### src/rtl/osd_ctrl_pkg.sv
package osd_ctrl_pkg;
  localparam int unsigned RUN_BIT  = 0;
  localparam int unsigned CV_BIT   = 1;
  localparam int unsigned LONG_BIT = 2;
  localparam int unsigned LACE_BIT = 3;

  typedef struct packed {
    logic lace;
    logic blink_long;
    logic cv_en;
    logic run;
  } osd_ctl_t;
endpackage

### src/rtl/osd_ctrl_regs.sv
module osd_ctrl_regs
  import osd_ctrl_pkg::*;
#(
  parameter int unsigned DATA_W = 8
) (
  input  logic              clk,
  input  logic              rst,
  input  logic              wr_en_i,
  input  logic [DATA_W-1:0] wr_data_i,
  output osd_ctl_t          ctl_o,
  output logic [DATA_W-1:0] rd_data_o
);
  osd_ctl_t ctl_q;

  always_ff @(posedge clk) begin
    if (rst) begin
      ctl_q <= '0;
    end else if (wr_en_i) begin
      ctl_q.run        <= wr_data_i[RUN_BIT];
      ctl_q.cv_en      <= wr_data_i[CV_BIT];
      ctl_q.blink_long <= wr_data_i[LONG_BIT];
      ctl_q.lace       <= wr_data_i[LACE_BIT];
    end
  end

  always_comb begin
    rd_data_o           = '0;
    rd_data_o[RUN_BIT]  = ctl_q.run;
    rd_data_o[CV_BIT]   = ctl_q.cv_en;
    rd_data_o[LONG_BIT] = ctl_q.blink_long;
    rd_data_o[LACE_BIT] = ctl_q.lace;
  end

  assign ctl_o = ctl_q;
endmodule

### src/rtl/osd_vsync_edge.sv
module osd_vsync_edge (
  input  logic clk,
  input  logic rst,
  input  logic vsync_i,
  output logic rise_o
);
  logic vs_q;

  always_ff @(posedge clk) begin
    if (rst) vs_q <= 1'b0;
    else     vs_q <= vsync_i;
  end

  assign rise_o = vsync_i & ~vs_q;
endmodule

### src/rtl/osd_blink_timer.sv
module osd_blink_timer #(
  parameter int unsigned HALF_SHORT = 16,
  parameter int unsigned HALF_LONG  = 32
) (
  input  logic clk,
  input  logic rst,
  input  logic run_i,
  input  logic long_sel_i,
  input  logic vs_rise_i,
  output logic blink_o
);
  localparam int unsigned HALF_MAX = (HALF_LONG > HALF_SHORT) ? HALF_LONG : HALF_SHORT;
  localparam int unsigned CNT_W    = (HALF_MAX > 2) ? $clog2(HALF_MAX) : 1;
  localparam logic [CNT_W-1:0] LAST_S = CNT_W'(HALF_SHORT - 1);
  localparam logic [CNT_W-1:0] LAST_L = CNT_W'(HALF_LONG - 1);

  logic [CNT_W-1:0] cnt_q;
  logic             phase_q;
  logic             sel_q;
  logic [CNT_W-1:0] last;

  assign last = long_sel_i ? LAST_L : LAST_S;

  always_ff @(posedge clk) begin
    if (rst) begin
      cnt_q   <= '0;
      phase_q <= 1'b0;
      sel_q   <= 1'b0;
    end else begin
      sel_q <= long_sel_i;
      if (!run_i || (sel_q != long_sel_i)) begin
        cnt_q   <= '0;
        phase_q <= 1'b0;
      end else if (vs_rise_i) begin
        if (cnt_q == last) begin
          cnt_q   <= '0;
          phase_q <= ~phase_q;
        end else begin
          cnt_q <= cnt_q + 1'b1;
        end
      end
    end
  end

  assign blink_o = phase_q;
endmodule

### src/rtl/osd_out_gate.sv
module osd_out_gate
  import osd_ctrl_pkg::*;
(
  input  logic     clk,
  input  logic     rst,
  input  osd_ctl_t ctl_i,
  input  logic     vs_rise_i,
  input  logic     field_i,
  input  logic     rom_req_i,
  output logic     rom_gnt_o,
  output logic     dig_en_o,
  output logic     cv_en_o,
  output logic     field_o
);
  always_ff @(posedge clk) begin
    if (rst) begin
      dig_en_o <= 1'b0;
      cv_en_o  <= 1'b0;
      field_o  <= 1'b0;
    end else begin
      dig_en_o <= ctl_i.run;
      cv_en_o  <= ctl_i.run & ctl_i.cv_en;
      if (!ctl_i.lace)    field_o <= 1'b0;
      else if (vs_rise_i) field_o <= field_i;
    end
  end

  assign rom_gnt_o = rom_req_i & ~ctl_i.run;
endmodule

### src/rtl/osd_ctrl_core.sv
module osd_ctrl_core
  import osd_ctrl_pkg::*;
#(
  parameter int unsigned DATA_W     = 8,
  parameter int unsigned HALF_SHORT = 16,
  parameter int unsigned HALF_LONG  = 32
) (
  input  logic              clk,
  input  logic              rst,
  input  logic              wr_en_i,
  input  logic [DATA_W-1:0] wr_data_i,
  output logic [DATA_W-1:0] rd_data_o,
  input  logic              vsync_i,
  input  logic              field_i,
  input  logic              rom_req_i,
  output logic              rom_gnt_o,
  output logic              dig_en_o,
  output logic              cv_en_o,
  output logic              blink_o,
  output logic              field_o
);
  osd_ctl_t ctl;
  logic     vs_rise;

  osd_ctrl_regs #(.DATA_W(DATA_W)) u_regs (
    .clk(clk), .rst(rst), .wr_en_i(wr_en_i), .wr_data_i(wr_data_i),
    .ctl_o(ctl), .rd_data_o(rd_data_o)
  );

  osd_vsync_edge u_edge (
    .clk(clk), .rst(rst), .vsync_i(vsync_i), .rise_o(vs_rise)
  );

  osd_blink_timer #(.HALF_SHORT(HALF_SHORT), .HALF_LONG(HALF_LONG)) u_blink (
    .clk(clk), .rst(rst), .run_i(ctl.run), .long_sel_i(ctl.blink_long),
    .vs_rise_i(vs_rise), .blink_o(blink_o)
  );

  osd_out_gate u_gate (
    .clk(clk), .rst(rst), .ctl_i(ctl), .vs_rise_i(vs_rise), .field_i(field_i),
    .rom_req_i(rom_req_i), .rom_gnt_o(rom_gnt_o), .dig_en_o(dig_en_o),
    .cv_en_o(cv_en_o), .field_o(field_o)
  );
endmodule

### config.mk
export PLATFORM = sky130hd
export DESIGN_NAME = osd_ctrl_core
export DESIGN_NICKNAME = d
export VERILOG_FILES = /design/src/rtl/osd_ctrl_pkg.sv /design/src/rtl/osd_ctrl_regs.sv /design/src/rtl/osd_vsync_edge.sv /design/src/rtl/osd_blink_timer.sv /design/src/rtl/osd_out_gate.sv /design/src/rtl/osd_ctrl_core.sv
export SDC_FILE = /design/constraint.sdc
export NUM_CORES = 1
export LEC_CHECK = 0
export ABC_AREA = 1
export BUFFER_PORTS_ARGS = -buffer_cell sky130_fd_sc_hd__buf_4
export CAP_MARGIN = 20
export CORE_MARGIN = 2
export CORE_UTILIZATION = 40
export CTS_CLUSTER_DIAMETER = 30
export CTS_CLUSTER_SIZE = 10
export DETAILED_ROUTE_END_ITERATION = 6
export PLACE_DENSITY_LB_ADDON = 0.3
export SLEW_MARGIN = 15
export SYNTH_ARGS = -nofsm -noshare
export SYNTH_HDL_FRONTEND = slang
export SYNTH_SLANG_ARGS = --single-unit
### constraint.sdc
create_clock -name clk -period 2.3 [get_ports clk]
set_input_delay 0.46 -clock clk [delete_from_list [all_inputs] [get_ports clk]]
set_output_delay 0.46 -clock clk [all_outputs]
set_load 0.01 [all_outputs]
==> results of run 1 <==
synthesized netlist by cell type (all sizes together):
library cell,n
nor4,1
nand2,8
conb,1
xnor2,2
xor2,3
nor2,15
buf,6
dfxtp,15
ha,1
nand3,4
inv,11
a21oi,6
o21ai,5
path summary, 6_finish.rpt:
check | endpoint | slack (ns) | cells past startpoint
worst max-delay path | rom_gnt_o | 0.97 | 2
worst min-delay path | u_blink.sel_q | 0.36 | 2
worst max register to register | u_blink.cnt_q[0] | 1.18 | 6
worst min register to register | u_gate.field_o | 0.47 | 2
per-layer routing:
metal  wire [microns]  vias to the layer above
met2              541                       14
met1              474                      228
met3               56                        2
met4               15                        0
met5                0                        -
li1                 -                      269
registers in the layout (all words and copies together) (netlist names):
| register | count |
|---|---|
| u_blink.blink_o | 1 |
| u_blink.cnt_q | 5 |
| u_blink.sel_q | 1 |
| u_edge.vs_q | 1 |
| u_gate.cv_en_o | 1 |
| u_gate.dig_en_o | 1 |
| u_gate.field_o | 1 |
| u_regs.ctl_o | 4 |
metrics by stage:
step	hold WS (ns)	worst slack [ns]	util [%]	power (mW)	cells
2_1_floorplan	0.4567	1.202	-	0.3153	81
6_report	0.3607	0.9736	52.41	0.4800	113
3_5_place_dp	0.4531	0.9966	50.58	0.3369	109
4_1_cts	0.3515	0.9554	52.41	0.4866	113
3_3_place_gp	0.4524	1.057	50.58	0.3356	109
5_1_grt	0.3489	0.9293	52.41	0.5065	113
final cells by class:
type / count / area (sq um) / share of cell area [%]
Inverter: 11 / 41.29 / 5.230
Clock inverter: 1 / 5.005 / 0.6339
Timing Repair Buffer: 18 / 135.1 / 17.12
Tap cell: 16 / 20.02 / 2.536
Multi-Input combinational cell: 49 / 265.3 / 33.60
Sequential cell: 15 / 300.3 / 38.03
Clock buffer: 3 / 22.52 / 2.853
logic make-up (layout without fill, tap and decap cells):
kind of cell / Yosys count / in the layout
AND/OR/NAND/NOR: 28 / 28
buffers and inverters: 17 / 33
flip-flops: 15 / 15
AO/OA/AOI/OAI: 11 / 11
XOR/XNOR: 5 / 5
adder cells (fa/ha/maj): 1 / 1
other: 1 / 4
layout by cell type, fill, tap and decap left out:
cell type / instances
inv_2: 1
xor2_1: 3
dfxtp_1: 15
clkinv_2: 1
nand2_2: 1
nand3_2: 2
nand2_1: 7
nor2_2: 1
o21ai_0: 5
inv_1: 10
nor2_4: 1
nor2_1: 13
a21oi_1: 5
xnor2_1: 2
a21oi_2: 1
buf_4: 18
conb_1: 4
clkbuf_4: 3
nand3_1: 2
ha_1: 1
nor4_1: 1
worst max-delay path: stages, from the launching register on:
cell,delay (ns)
dfxtp_1,0.39
nor2_1,0.07
buf_4,0.14
where the power goes:
| part | leakage (nW) | switching [mW] | internal (mW) |
|---|---|---|---|
| Sequential | 0.123 | 0.00557 | 0.268 |
| Combinational | 0.216 | 0.0293 | 0.0274 |
| Clock | 0.0177 | 0.0851 | 0.0644 |
==> results.json, run 1 <==
{
  "insertion_delay_ns": 0.28,
  "avgRoutedWirePerCell_microns": 9.619,
  "synthAdderAreaFrac_pct": 1.953,
  "die_y_microns": 44.02,
  "antenna_cells": 0,
  "hold_path_startpoint": "rst",
  "r2r-start": "u_blink.cnt_q[0]",
  "grt.total_usage_pct": 13.19,
  "grt_max_degree": 10,
  "post_cts_buffers": 0,
  "yosysSeqAreaShare_pct": 46.88,
  "synth_mux_area_share_pct": 0,
  "rsz0062_at_grt": "no",
  "synth_area_leaders": "dfxtp_1 (47%), nor2_1 (7.6%), buf_4 (7.0%)",
  "report.final.slew_viol_count": 0,
  "drt-initial-drc-count": 3,
  "root_buffer": "clkbuf_4",
  "grt_pass1_wl_mm": 1.828,
  "cts.sinks": 15,
  "syn_area_per_cell_sq_um": 8.213,
  "end_kind": "output pin",
  "vdd_drop_max_mv": 0.3882,
  "n_fill_cell": 154,
  "hold_violations": 0,
  "cts_made_buffers": 3,
  "syn-cell-area_sq_um": 640.6,
  "yosysWarnings": 0,
  "top_level_ports": 27,
  "cts_tree": "yes",
  "dp_hpwl_microns": 888.5,
  "synth_top_family_by_area": "simple AND/OR/NAND/NOR gates",
  "stdcell_area_sq_um": 789.5,
  "cts.clk_slew.worst_paths_ns": 0.10,
  "h-tree-depth": 1,
  "place_area_sq_um": 762.0,
  "dr.pass1.iters": 4,
  "grt_overflow": 0,
  "required_ns": 1.84,
  "use_met1_pct": 14.87,
  "antenna_found_initial": 0,
  "postSynthCellCount": 78,
  "via_count": 513,
  "via_per_inst": 4.540,
  "outcome": "finished clean",
  "synthSimpleGateAreaFrac_pct": 21.09,
  "use_met3_pct": 4.898,
  "yosysTopAreaCellShare_pct": 46.88,
  "gp_congestion": 0.6645,
  "gr-usage-met2_pct": 21.47,
  "area_delta_synth_final_pct": 23.24,
  "grt_pass1_vias": 472,
  "synth.distinct_cells": 19,
  "synth_seq_cells": 15,
  "drc_errors": 0,
  "cts_resized": 0,
  "p_per_area_nw_per_um2": 608.0,
  "worst_setup_path_start_kind": "flip-flop",
  "fin_skew_ns": 0.006627,
  "setup_viol": 0,
  "finalCritPeriodShare_pct": 57.67,
  "max_freq_ghz": 0.7539,
  "cap_violations": 0,
  "place.port_buffers": 18,
  "drive_gt1_share_pct": 29.90,
  "initial_core_util_pct": 42.52,
  "finalSetupTns_ns": 0,
  "startpoint": "u_regs.ctl_o[0]",
  "fp-row-count": 14,
  "synth_compound_area_share_pct": 9.180,
  "dieArea_sq_um": 1938,
  "synth_top_cell_by_area": "dfxtp_1",
  "routed_wl_mm": 1.087,
  "fin_crit_ns": 1.326,
  "fp.dieW_microns": 44.02,
  "p_leak_nw": 0.3562,
  "nets": 113,
  "hold_class": "input pin to flip-flop",
  "critical_path_class": "flip-flop to output pin",
  "ant_nets": 0,
  "cts_buffer_depth": 2,
  "top_usage_layer": "met2",
  "postCtsHoldBufs": 0,
  "synth-xor-area-share_pct": 6.836,
  "worstPathArrival_ns": 0.87,
  "core_sq_um": 1506,
  "crit_path_max_fanout": 4
}
No activity file was read; power rests on OpenSTA's default activity.
==> run 2: changes to the inputs <==
--- a/config.mk
+++ b/config.mk
@@ -5,7 +5,7 @@
 export SDC_FILE = /design/constraint.sdc
 export NUM_CORES = 1
 export LEC_CHECK = 0
-export ABC_AREA = 1
+export ABC_AREA = 0
 export BUFFER_PORTS_ARGS = -buffer_cell sky130_fd_sc_hd__buf_4
 export CAP_MARGIN = 20
 export CORE_MARGIN = 2
==> constraint.sdc (replaced) <==
create_clock -name clk -period 1.2 [get_ports clk]
set_input_delay 0.24 -clock clk [delete_from_list [all_inputs] [get_ports clk]]
set_output_delay 0.24 -clock clk [all_outputs]
set_load 0.01 [all_outputs]
==> run 2 against run 1 <==
Die area grew 0.89%. Synthesized area is 0.98% higher. Clock skew down 0.0020 ns. Global-route usage grew 1.4 points. Clock-buffer cell count unchanged. Clock power grew 99%. Synthesized cell count decreased by 17%. Largest cell class is now multi-input gates.
==> results.json, run 2 <==
{
  "outcome": "finished clean",
  "routed_wl_mm": 1.287,
  "startpoint": "u_edge.vs_q",
  "largest-register": "u_blink.cnt_q",
  "r2r-start": "u_edge.vs_q",
  "die_y_microns": 44.22,
  "synth.distinct_cells": 26,
  "layout_commonest_cell": "buf_4",
  "largest_reg_flops": 5,
  "syn-cell-area_sq_um": 646.9,
  "dp_cells": 100,
  "worstPathArrival_ns": 1.39,
  "crit_path_max_fanout": 5,
  "dp_hpwl_microns": 917,
  "cts_tree": "yes",
  "via_count": 515,
  "vdd_drop_max_mv": 0.7132,
  "worst_slack_ns": 0.01436,
  "synth_ff_type": "dfxtp_1",
  "synth_most_common_cell": "dfxtp_1",
  "place.port_buffers": 18,
  "fp-row-count": 14,
  "critical_path_class": "flip-flop to flip-flop",
  "yosysWarnings": 0,
  "antenna_found_initial": 0,
  "cts_made_buffers": 3,
  "root_buffer": "clkbuf_4",
  "fin_crit_ns": 1.186,
  "finalCritPeriodShare_pct": 98.80,
  "yosysSeqAreaShare_pct": 46.42,
  "fin_skew_ns": 0.004656,
  "dieArea_sq_um": 1955,
  "hold_path_startpoint": "rst",
  "initial_core_util_pct": 42.94,
  "worst_setup_path_start_kind": "flip-flop",
  "area_delta_synth_final_pct": 33.85,
  "top_level_ports": 27,
  "setup_viol": 0,
  "gp_congestion": 0.6512,
  "grt_pass1_wl_mm": 2.014,
  "synth_area_leaders": "dfxtp_1 (46%), mux2i_1 (11%), buf_4 (7.0%)",
  "async_flop_share_pct": 0,
  "mostFrequentLayoutCells": "buf_4 (24), dfxtp_1 (10), nor2_1 (7), mux2i_1 (7), dfxtp_2 (5)",
  "dr.pass1.iters": 4,
  "cts_buffer_depth": 2,
  "cap_violations": 0,
  "drive_gt1_share_pct": 46.59,
  "drc_errors": 0,
  "hold_violations": 0,
  "total_power_uw": 928.6,
  "drt-initial-drc-count": 7,
  "cts.sinks": 15,
  "synth_seq_cells": 15,
  "core_sq_um": 1506,
  "via_per_inst": 4.952,
  "yosysTopAreaCellShare_pct": 46.42,
  "post-place-ws_ns": -0.004529,
  "syn_area_per_cell_sq_um": 9.952,
  "h-tree-depth": 1,
  "cts.clk_slew.worst_paths_ns": 0.10,
  "p_leak_nw": 0.3932,
  "fp.dieW_microns": 44.22,
  "max_freq_ghz": 0.8434,
  "ant_nets": 0,
  "p_per_area_nw_per_um2": 1072,
  "report.final.slew_viol_count": 0,
  "synthTopCellsByCount": "dfxtp_1 (15), mux2i_1 (7), nor2_1 (7), buf_4 (6), nor2b_1 (3)",
  "grt_max_degree": 10,
  "postSynthCellCount": 65,
  "synth_top_cell_by_area": "dfxtp_1",
  "grt_overflow": 0,
  "insertion_delay_ns": 0.28,
  "nets": 104,
  "required_ns": 1.40,
  "synth_edf_count": 0,
  "avgRoutedWirePerCell_microns": 12.38,
  "hold_class": "input pin to flip-flop",
  "grt_pass1_vias": 469,
  "fin_cells": 104,
  "final_util_pct": 57.48,
  "end_kind": "flip-flop",
  "antenna_cells": 0,
  "grt.total_usage_pct": 14.59
}
## run 2: worst max-delay path, cell delays in order (launching register included)
cell and delay (ns):
dfxtp_1 0.33, nand3b_4 0.18, or3_1 0.37, a211oi_1 0.23
## run 2: final cells by class
class	instances	area (sq um)
Clock buffer	3	22.52
Fill cell	128	640.6
Tap cell	16	20.02
Sequential cell	15	306.5
Timing Repair Buffer	24	180.2
Inverter	1	3.754
Multi-Input combinational cell	44	327.8
Clock inverter	1	5.005
## run 2: power by group
| group | internal, mW | switching, mW | total, mW | leakage [nW] |
|---|---|---|---|---|
| clock | 0.124 | 0.173 | 0.297 | 0.0177 |
| sequential | 0.512 | 0.0112 | 0.524 | 0.124 |
| combinational | 0.0587 | 0.0491 | 0.108 | 0.251 |
| total | 0.695 | 0.234 | 0.929 | 0.393 |
## run 2: final timing paths
kind                                          to  slack, ns  depth (start not counted)
worst max-delay path            u_blink.cnt_q[3]       0.01                          3
worst min-delay path             u_regs.ctl_o[0]       0.17                          2
worst max register to register  u_blink.cnt_q[3]       0.01                          3
worst min register to register   u_blink.blink_o       0.49                          2
## run 2: repair_timing
action                     CTS  global route
buffers inserted             0             0
gates resized for setup      2             9
hold endpoints to repair     0             0
gates cloned                 0             0
pin swaps                    0             0
hold buffers                 0             0
setup endpoints to repair    2             4
## run 2: logic make-up (layout without fill, tap and decap cells)
family          count (synthesis)  in the layout  share of synthesized area [%]
simple gates                   24             24                          22.44
flops                          15             15                          46.42
xor+xnor                        4              4                          5.417
other cells                     1              4                         0.5797
compound gates                  4              4                          3.481
buf+inv                         9             29                          8.895
mux                             7              7                          10.83
fa+ha+maj                       1              1                          1.934
## run 2: routing by layer
metal	GRT usage, %	vias up	wire [microns]
met3	3.673	2	56
li1	-	255	-
met5	0	-	0
met2	23.24	19	678
met4	7.273	0	6
met1	18.27	239	545
## run 2: through the flow
stage / instance area, sq um / hold WS, ns / TNS [ns]
floorplan: 658.1 / 0.3825 / 0
global placement: 804.5 / 0.4657 / 0
detailed placement: 804.5 / 0.4726 / -0.004529
global route: 865.8 / 0.1545 / -0.02527
CTS: 838.3 / 0.1531 / 0
finish: 865.8 / 0.1673 / 0
